File: src/rtl/tad_pkg.sv
package tad_pkg;

  typedef enum logic [2:0] {
    S_IDLE, S_MATCH, S_L1GO, S_L1WAIT, S_L2GO, S_L2WAIT, S_DONE
  } tadState_e;

  // strobes from control to datapath
  typedef struct packed {
    logic loadReq;    // capture request
    logic doMatch;    // latch entry, subtract offset
    logic lvlGo;      // start an interleave level
    logic lvlSecond;  // level being worked is the second one
  } tadStrobe_t;

  function automatic logic [4:0] granBit(input logic [1:0] code);
    case (code)
      2'd0:    return 5'd6;
      2'd1:    return 5'd8;
      2'd2:    return 5'd12;
      default: return 5'd30;
    endcase
  endfunction

endpackage

File: src/rtl/tad_div3.sv
module tad_div3 #(
  parameter int W = 46
) (
  input  logic         clk,
  input  logic         rstN,
  input  logic         start,
  input  logic [W-1:0] dividend,
  output logic         busy,
  output logic         done,
  output logic [W-1:0] quot
);
  localparam int CNT_W = $clog2(W + 1);

  logic [W-1:0]     sh;
  logic [1:0]       rem;
  logic [CNT_W-1:0] cnt;
  logic [2:0]       trial;
  logic             qBit;
  logic [1:0]       remNx;

  assign trial = {rem, sh[W-1]};
  assign qBit  = (trial >= 3'd3);
  assign remNx = qBit ? 2'(trial - 3'd3) : trial[1:0];
  assign done  = busy && (cnt == CNT_W'(W - 1));
  assign quot  = {sh[W-2:0], qBit};

  always_ff @(posedge clk) begin
    if (!rstN) begin
      sh <= '0; rem <= '0; cnt <= '0; busy <= 1'b0;
    end else if (start) begin
      sh <= dividend; rem <= '0; cnt <= '0; busy <= 1'b1;
    end else if (busy) begin
      sh  <= {sh[W-2:0], qBit};
      rem <= remNx;
      cnt <= cnt + 1'b1;
      if (done) busy <= 1'b0;
    end
  end

  p_rem_below3_r6: assert property (@(posedge clk) disable iff (!rstN)
    busy |-> rem != 2'd3);
  p_done_stops_r6: assert property (@(posedge clk) disable iff (!rstN)
    done && !start |=> !busy);

endmodule

File: src/rtl/tad_ctrl.sv
module tad_ctrl
  import tad_pkg::*;
(
  input  logic       clk,
  input  logic       rstN,
  input  logic       inValid,
  input  logic       outReady,
  input  logic       hit,
  input  logic       lvlFast,
  input  logic       divDone,
  output logic       inReady,
  output logic       outValid,
  output tadStrobe_t strobe
);
  tadState_e state, stateNx;

  always_comb begin
    stateNx = state;
    strobe  = '0;
    case (state)
      S_IDLE: if (inValid) begin strobe.loadReq = 1'b1; stateNx = S_MATCH; end
      S_MATCH: begin
        strobe.doMatch = 1'b1;
        stateNx = hit ? S_L1GO : S_DONE;
      end
      S_L1GO: begin
        strobe.lvlGo = 1'b1;
        stateNx = lvlFast ? S_L2GO : S_L1WAIT;
      end
      S_L1WAIT: if (divDone) stateNx = S_L2GO;
      S_L2GO: begin
        strobe.lvlGo = 1'b1; strobe.lvlSecond = 1'b1;
        stateNx = lvlFast ? S_DONE : S_L2WAIT;
      end
      S_L2WAIT: begin
        strobe.lvlSecond = 1'b1;
        if (divDone) stateNx = S_DONE;
      end
      S_DONE: if (outReady) stateNx = S_IDLE;
      default: stateNx = S_IDLE;
    endcase
  end

  always_ff @(posedge clk) begin
    if (!rstN) state <= S_IDLE;
    else       state <= stateNx;
  end

  assign inReady  = (state == S_IDLE);
  assign outValid = (state == S_DONE);

  p_miss_skips_r2: assert property (@(posedge clk) disable iff (!rstN)
    (state == S_MATCH && !hit) |=> outValid);
  p_wait_until_div_r6: assert property (@(posedge clk) disable iff (!rstN)
    (state == S_L1WAIT && !divDone) |=> state == S_L1WAIT);

endmodule

File: src/rtl/tad_dpath.sv
module tad_dpath
  import tad_pkg::*;
#(
  parameter int ADDR_W = 46,
  parameter int N_ENT  = 8,
  parameter int CH_W   = 2
) (
  input  logic              clk,
  input  logic              rstN,
  input  logic              cfgWe,
  input  logic [1:0]        cfgKind,
  input  logic [$clog2(N_ENT)-1:0] cfgEntry,
  input  logic [CH_W-1:0]   cfgChan,
  input  logic [31:0]       cfgData,
  input  logic [ADDR_W-1:0] inAddr,
  input  logic [CH_W-1:0]   inChan,
  input  tadStrobe_t        strobe,
  output logic              hit,
  output logic              lvlFast,
  output logic              divDone,
  output logic [ADDR_W-1:0] resAddr,
  output logic              resErr,
  output logic [3:0]        resSktWays,
  output logic [2:0]        resChWays
);
  localparam int LOW_W = 26;
  localparam int FLD_W = ADDR_W - LOW_W;
  localparam int IDX_W = $clog2(N_ENT);
  localparam int N_CH  = 1 << CH_W;

  logic [FLD_W-1:0] baseFld [N_ENT];
  logic [1:0]       skGc    [N_ENT];
  logic [1:0]       chGc    [N_ENT];
  logic [FLD_W-1:0] limFld  [N_ENT];
  logic [1:0]       skLog   [N_ENT];
  logic [1:0]       chF     [N_ENT];
  logic [FLD_W-1:0] offFld  [N_ENT][N_CH];
  logic             unusedCfgBits;
  assign unusedCfgBits = ^cfgData[3:0];

  // configuration registers, one generate slice per entry
  for (genvar e = 0; e < N_ENT; e++) begin : g_ent
    always_ff @(posedge clk) begin
      if (!rstN) begin
        baseFld[e] <= '0; skGc[e] <= '0; chGc[e] <= '0;
        limFld[e]  <= '0; skLog[e] <= '0; chF[e] <= '0;
        for (int c = 0; c < N_CH; c++) offFld[e][c] <= '0;
      end else if (cfgWe && cfgEntry == IDX_W'(e)) begin
        case (cfgKind)
          2'd0: begin
            baseFld[e] <= cfgData[12 +: FLD_W];
            chGc[e]    <= cfgData[7:6];
            skGc[e]    <= cfgData[5:4];
          end
          2'd1: begin
            limFld[e] <= cfgData[12 +: FLD_W];
            skLog[e]  <= cfgData[11:10];
            chF[e]    <= cfgData[9:8];
          end
          2'd2: offFld[e][cfgChan] <= cfgData[4 +: FLD_W];
          default: ;
        endcase
      end
    end
  end

  logic [ADDR_W-1:0] reqAddr, work;
  logic [CH_W-1:0]   reqChan;
  logic [IDX_W-1:0]  entIdx, matchIdx;
  logic              err;

  // lowest index wins: scan from the top so lower hits overwrite
  always_comb begin
    hit = 1'b0;
    matchIdx = '0;
    for (int i = N_ENT - 1; i >= 0; i--) begin
      if ({baseFld[i], {LOW_W{1'b0}}} <= reqAddr &&
          reqAddr <= {limFld[i], {LOW_W{1'b1}}}) begin
        hit = 1'b1;
        matchIdx = IDX_W'(i);
      end
    end
  end

  logic [4:0] skG, chG, g;
  logic       chFirst, lvlIsCh;
  logic [1:0] pw;
  logic [ADDR_W-1:0] lowSrc, lowMask, shifted, fastQ, divQ, fastRes, divRes;
  logic       divStart, divBusy;

  assign skG     = granBit(skGc[entIdx]);
  assign chG     = granBit(chGc[entIdx]);
  assign chFirst = (chF[entIdx] == 2'd2) && (skG > chG);
  assign lvlIsCh = strobe.lvlSecond ? !chFirst : chFirst;
  assign g       = lvlIsCh ? chG : skG;
  assign lowSrc  = chFirst ? work : reqAddr;
  assign lowMask = ~({ADDR_W{1'b1}} << g);
  assign pw      = lvlIsCh ? ((chF[entIdx] == 2'd3) ? 2'd2 :
                              (chF[entIdx] == 2'd1) ? 2'd1 : 2'd0)
                           : skLog[entIdx];
  assign lvlFast = !(lvlIsCh && chF[entIdx] == 2'd2);
  assign shifted = work >> g;
  assign fastQ   = shifted >> pw;
  assign fastRes = (fastQ << g) | (lowSrc & lowMask);
  assign divRes  = (divQ << g) | (lowSrc & lowMask);
  assign divStart = strobe.lvlGo && !lvlFast;

  tad_div3 #(.W(ADDR_W)) u_div (
    .clk(clk), .rstN(rstN), .start(divStart), .dividend(shifted),
    .busy(divBusy), .done(divDone), .quot(divQ)
  );

  always_ff @(posedge clk) begin
    if (!rstN) begin
      reqAddr <= '0; reqChan <= '0; entIdx <= '0; err <= 1'b0; work <= '0;
    end else begin
      if (strobe.loadReq) begin
        reqAddr <= inAddr;
        reqChan <= inChan;
      end
      if (strobe.doMatch) begin
        entIdx <= matchIdx;
        err    <= !hit;
        work   <= hit ? reqAddr - {offFld[matchIdx][reqChan], {LOW_W{1'b0}}} : '0;
      end else if (strobe.lvlGo && lvlFast) begin
        work <= fastRes;
      end else if (divDone) begin
        work <= divRes;
      end
    end
  end

  assign resAddr    = work;
  assign resErr     = err;
  assign resSktWays = err ? 4'd0 : (4'd1 << skLog[entIdx]);
  assign resChWays  = err ? 3'd0 : (3'(chF[entIdx]) + 3'd1);

  p_no_div_on_fast_r9: assert property (@(posedge clk) disable iff (!rstN)
    (strobe.lvlGo && lvlFast) |-> !divBusy);

endmodule

File: src/rtl/tad_deilv.sv
module tad_deilv
  import tad_pkg::*;
#(
  parameter int ADDR_W = 46,
  parameter int N_ENT  = 8,
  parameter int CH_W   = 2
) (
  input  logic              clk,
  input  logic              rstN,
  input  logic              cfgWe,
  input  logic [1:0]        cfgKind,
  input  logic [$clog2(N_ENT)-1:0] cfgEntry,
  input  logic [CH_W-1:0]   cfgChan,
  input  logic [31:0]       cfgData,
  input  logic              inValid,
  output logic              inReady,
  input  logic [ADDR_W-1:0] inAddr,
  input  logic [CH_W-1:0]   inChan,
  output logic              outValid,
  input  logic              outReady,
  output logic [ADDR_W-1:0] outAddr,
  output logic              outErr,
  output logic [3:0]        outSktWays,
  output logic [2:0]        outChWays
);
  tadStrobe_t strobe;
  logic hit, lvlFast, divDone;

  tad_ctrl u_ctrl (
    .clk(clk), .rstN(rstN), .inValid(inValid), .outReady(outReady),
    .hit(hit), .lvlFast(lvlFast), .divDone(divDone),
    .inReady(inReady), .outValid(outValid), .strobe(strobe)
  );

  tad_dpath #(.ADDR_W(ADDR_W), .N_ENT(N_ENT), .CH_W(CH_W)) u_dpath (
    .clk(clk), .rstN(rstN), .cfgWe(cfgWe), .cfgKind(cfgKind),
    .cfgEntry(cfgEntry), .cfgChan(cfgChan), .cfgData(cfgData),
    .inAddr(inAddr), .inChan(inChan), .strobe(strobe),
    .hit(hit), .lvlFast(lvlFast), .divDone(divDone),
    .resAddr(outAddr), .resErr(outErr),
    .resSktWays(outSktWays), .resChWays(outChWays)
  );

  p_idle_excl_r8: assert property (@(posedge clk) disable iff (!rstN)
    inReady |-> !outValid);
  p_hold_result_r8: assert property (@(posedge clk) disable iff (!rstN)
    (outValid && !outReady) |=> outValid && $stable(outAddr) &&
                                $stable(outErr) && $stable(outChWays));
  p_skt_pow2_r3: assert property (@(posedge clk) disable iff (!rstN)
    (outValid && !outErr) |-> $countones(outSktWays) == 1);

endmodule

File: config.mk
export PLATFORM = sky130hd
export DESIGN_NAME = tad_deilv
export DESIGN_NICKNAME = d
export VERILOG_FILES = /design/src/rtl/tad_pkg.sv /design/src/rtl/tad_div3.sv /design/src/rtl/tad_ctrl.sv /design/src/rtl/tad_dpath.sv /design/src/rtl/tad_deilv.sv
export SDC_FILE = /design/constraint.sdc
export NUM_CORES = 2
export LEC_CHECK = 0
export ABC_AREA = 1
export BUFFER_PORTS_ARGS = -buffer_cell sky130_fd_sc_hd__buf_2
export CAP_MARGIN = 0
export CORE_UTILIZATION = 46
export CTS_CLUSTER_SIZE = 28
export DETAILED_ROUTE_END_ITERATION = 6
export SYNTH_ARGS = -nofsm -noshare
export SYNTH_HDL_FRONTEND = slang
export SYNTH_HIERARCHICAL = 1
export SYNTH_SLANG_ARGS = --single-unit
File: constraint.sdc
create_clock -name clk -period 14.9 [get_ports clk]
set_clock_uncertainty 0.2 [all_clocks]
set_input_delay 1.49 -clock clk [delete_from_list [all_inputs] [get_ports clk]]
set_output_delay 1.49 -clock clk [all_outputs]
set_load 0.01 [all_outputs]
==> metrics <==
status finished clean; fillers 13.4k; Avg Cell Area, Syn 8.58 um^2; FF+latch count, synth 1,183; fraction of layout cells with a size suffix above 1 0.0718; CTS H-Tree Depth 4; Synth cell types 62; final slew viol count 0; Synth Area in Compound Gates 0.0996; RSZ-0062 raised after global routing false; post-CTS setup buffers 0; Die Wd 379 um; CTS Sinks about 1.2k; Post-Place Setup Slack between 4000 and 5000 ps; worst slew pin tran roughly 1400 ps; MaxCap Viol Count 0; Chip Height between 300 and 400 um; Syn Inst Count 7,632; Final ANT Viol Nets 0; DR iter-0 viols 6,128; Starting Density 0.463; worst-skew pair later-pin latency slightly below 800 ps; CTS tree done; CTS buffer count 136; net count after synthesis between 8k and 9k; Post-Syn Area ~65,000 um^2; final setup margin a little under 5000 ps; most frequent CP cell nand2_1; CTS max path bufs 3; core area 141,000 um^2; number of port buffers roughly 140; critical-path maximum fanout 159; Fmax about 100 MHz; antenna violations before repair 10; count of final hold-check violations 0; row cnt approximately 140; R2R cell count 35; CP max stage delay 1040 ps; Tightest Hold Check Type flop to flop; Final setup viols 0; CP Capture Type flop; DP HPWL between 100,000 and 150,000 um; clock-pin slew on the worst setup and hold paths about 60 ps; Worst Hold Path Cells 2; Post-synth top flop edfxtp_1; hold slack between 200 and 300 ps; CP max-delay cell dfxtp_1; area delta synth->final 8.73%; setup TNS 0 ps; DR vias 54.8k; Synth Area in Adders 0.0681; xor-xnor portion of the synthesized cell area 0.00147; Die Footprint approximately 140,000 um^2; final RePlAce weighted congestion between 0.9 and 1; # resized after CTS 0; yosys warns 6; CTS root buffer clkbuf_16; I/O pins between 100 and 150; main combinational cell family by area after synthesis simple AND/OR/NAND/NOR gates; total track usage 0.294; Slew HR 0.0937; drt via density 5.79; fin crit share 0.673; global route overflow 0; vias in the first global route 50.1k; sequential element share of the synthesized area 0.518; Critical Path RT roughly 15,000 ps; simple-gate portion of the synthesized area 0.240; total length of routed wires 215,000 um; Worst Path Arrival 10,510 ps; min Tclk post-route roughly 10,000 ps; DR DRC count 0; hold_buf cts 0; Post-synth EDFFs around 1k; pin count of the biggest net entering global routing 160; WL per Instance 22.7 um; final net count around 7.9k; WS Path Type flop to flop; Worst setup SP type flop; drt pass-1 iters 6; post-synthesis mux area share 0.00122; Async SR Flop Fraction 0; first-pass GRT wire length around 310,000 um
[final cells by class]
cell class / count / area (um^2) / area share
Inverter: 568 / 2140 / 0.0301
Antenna cell: 5 / 12.5 / 0.000176
Multi-Input combinational cell: 5334 / 27000 / 0.379
Clock inverter: 64 / 544 / 0.00764
Tap cell: 1890 / 2360 / 0.0332
Timing Repair Buffer: 246 / 1530 / 0.0215
Sequential cell: 1183 / 33900 / 0.477
Clock buffer: 177 / 3670 / 0.0515
[synthesized netlist by cell type, types with 7 or more instances]
cell | n | area, um^2
nand2_1 | 1482 | 5560
nor2_1 | 1475 | 5540
a32o_1 | 48 | 480
clkbuf_1 | 326 | 1220
o22ai_1 | 83 | 519
a31oi_1 | 18 | 113
o21ai_0 | 473 | 2370
xor2_1 | 7 | 61.3
inv_2 | 17 | 63.8
o211ai_1 | 78 | 586
mux2i_1 | 8 | 80.1
o221ai_1 | 14 | 123
inv_1 | 546 | 2050
a21oi_1 | 321 | 1610
dfxtp_1 | 159 | 3180
nor3_1 | 38 | 190
buf_1 | 43 | 161
o32ai_1 | 24 | 210
nor4_1 | 14 | 87.6
nand4_1 | 68 | 425
o21ai_1 | 21 | 105
nand2_2 | 20 | 125
buf_2 | 102 | 510
buf_6 | 13 | 146
buf_4 | 63 | 473
o21a_1 | 7 | 52.6
nand3_1 | 678 | 3390
edfxtp_1 | 1024 | 30700
ha_1 | 355 | 4440
or2_2 | 19 | 119
[cells by family after synthesis]
| kind of cell | count (synthesis) |
|---|---|
| mux | 8 |
| xor+xnor | 11 |
| compound gates | 1129 |
| fa+ha+maj | 356 |
| simple gates | 3830 |
| flops | 1183 |
| buf+inv | 1115 |
[flip-flops by register name, summed over array words and instances, names as in the netlist, named ones only]
name	count
u_dpath/baseFld	160
u_dpath/u_div/rem	2
u_dpath/chGc	16
u_ctrl/state	3
u_dpath/limFld	160
u_dpath/entIdx	3
u_dpath/chF	16
u_dpath/skGc	16
u_dpath/reqAddr	46
u_dpath/resErr	1
u_dpath/resAddr	44
u_dpath/offFld	640
u_dpath/skLog	16
u_dpath/u_div/busy	1
u_dpath/u_div/sh	46
u_dpath/reqChan	2
u_dpath/u_div/cnt	6
[worst max-delay path: cells and delay by family, from the launching register on]
kind	cells	cell delay [ps]
flops	1	1040
fa+ha+maj	2	920
simple gates	15	3140
xor+xnor	1	150
buf+inv	5	2050
compound gates	12	2300
[stage by stage]
stage	instances	area, um^2	utilization
floorplan	7632	65500	-
global placement	9221	67000	0.474
detailed placement	9221	67000	0.474
CTS	9462	71200	0.503
global route	9465	71200	0.503
finish	9467	71200	0.503
[layout by cell type, fill, tap and decap left out, types with 18 or more instances in the layout]
| cell type | count |
|---|---|
| inv_1 | 525 |
| a32o_1 | 48 |
| a31oi_1 | 18 |
| clkbuf_16 | 138 |
| o21ai_0 | 472 |
| o21ai_1 | 21 |
| nand2_1 | 1482 |
| nand4_1 | 68 |
| ha_1 | 355 |
| edfxtp_1 | 1024 |
| or2_2 | 19 |
| inv_2 | 33 |
| nor3_1 | 34 |
| nand2_2 | 19 |
| o32ai_1 | 24 |
| dfxtp_1 | 158 |
| a21oi_1 | 321 |
| buf_4 | 100 |
| o22ai_1 | 83 |
| clkinv_2 | 22 |
| clkinv_1 | 30 |
| clkbuf_1 | 32 |
| o211ai_1 | 78 |
| nor2_1 | 1472 |
| buf_2 | 142 |
| nand3_1 | 678 |
[worst paths after layout]
check | slack, ps | endpoint | start
max | 4870 | u_dpath/resAddr[40] | u_dpath/reqAddr[42]
min | 300 | u_dpath/u_div/sh[7] | u_dpath/u_div/sh[6]
max reg2reg | 4870 | u_dpath/resAddr[40] | u_dpath/reqAddr[42]
min reg2reg | 300 | u_dpath/u_div/sh[7] | u_dpath/u_div/sh[6]
[routing by layer]
metal | vias to the layer above | part of all wire | track usage
li1 | 25500 | - | -
met1 | 26500 | 0.42 | 0.407
met2 | 2439 | 0.45 | 0.460
met3 | 403 | 0.086 | 0.0456
met4 | 4 | 0.038 | 0.114
met5 | - | 0.00013 | 0
Power is not shown: default switching activity piles up to over one toggle a cycle in this logic, so the estimate is an artifact.
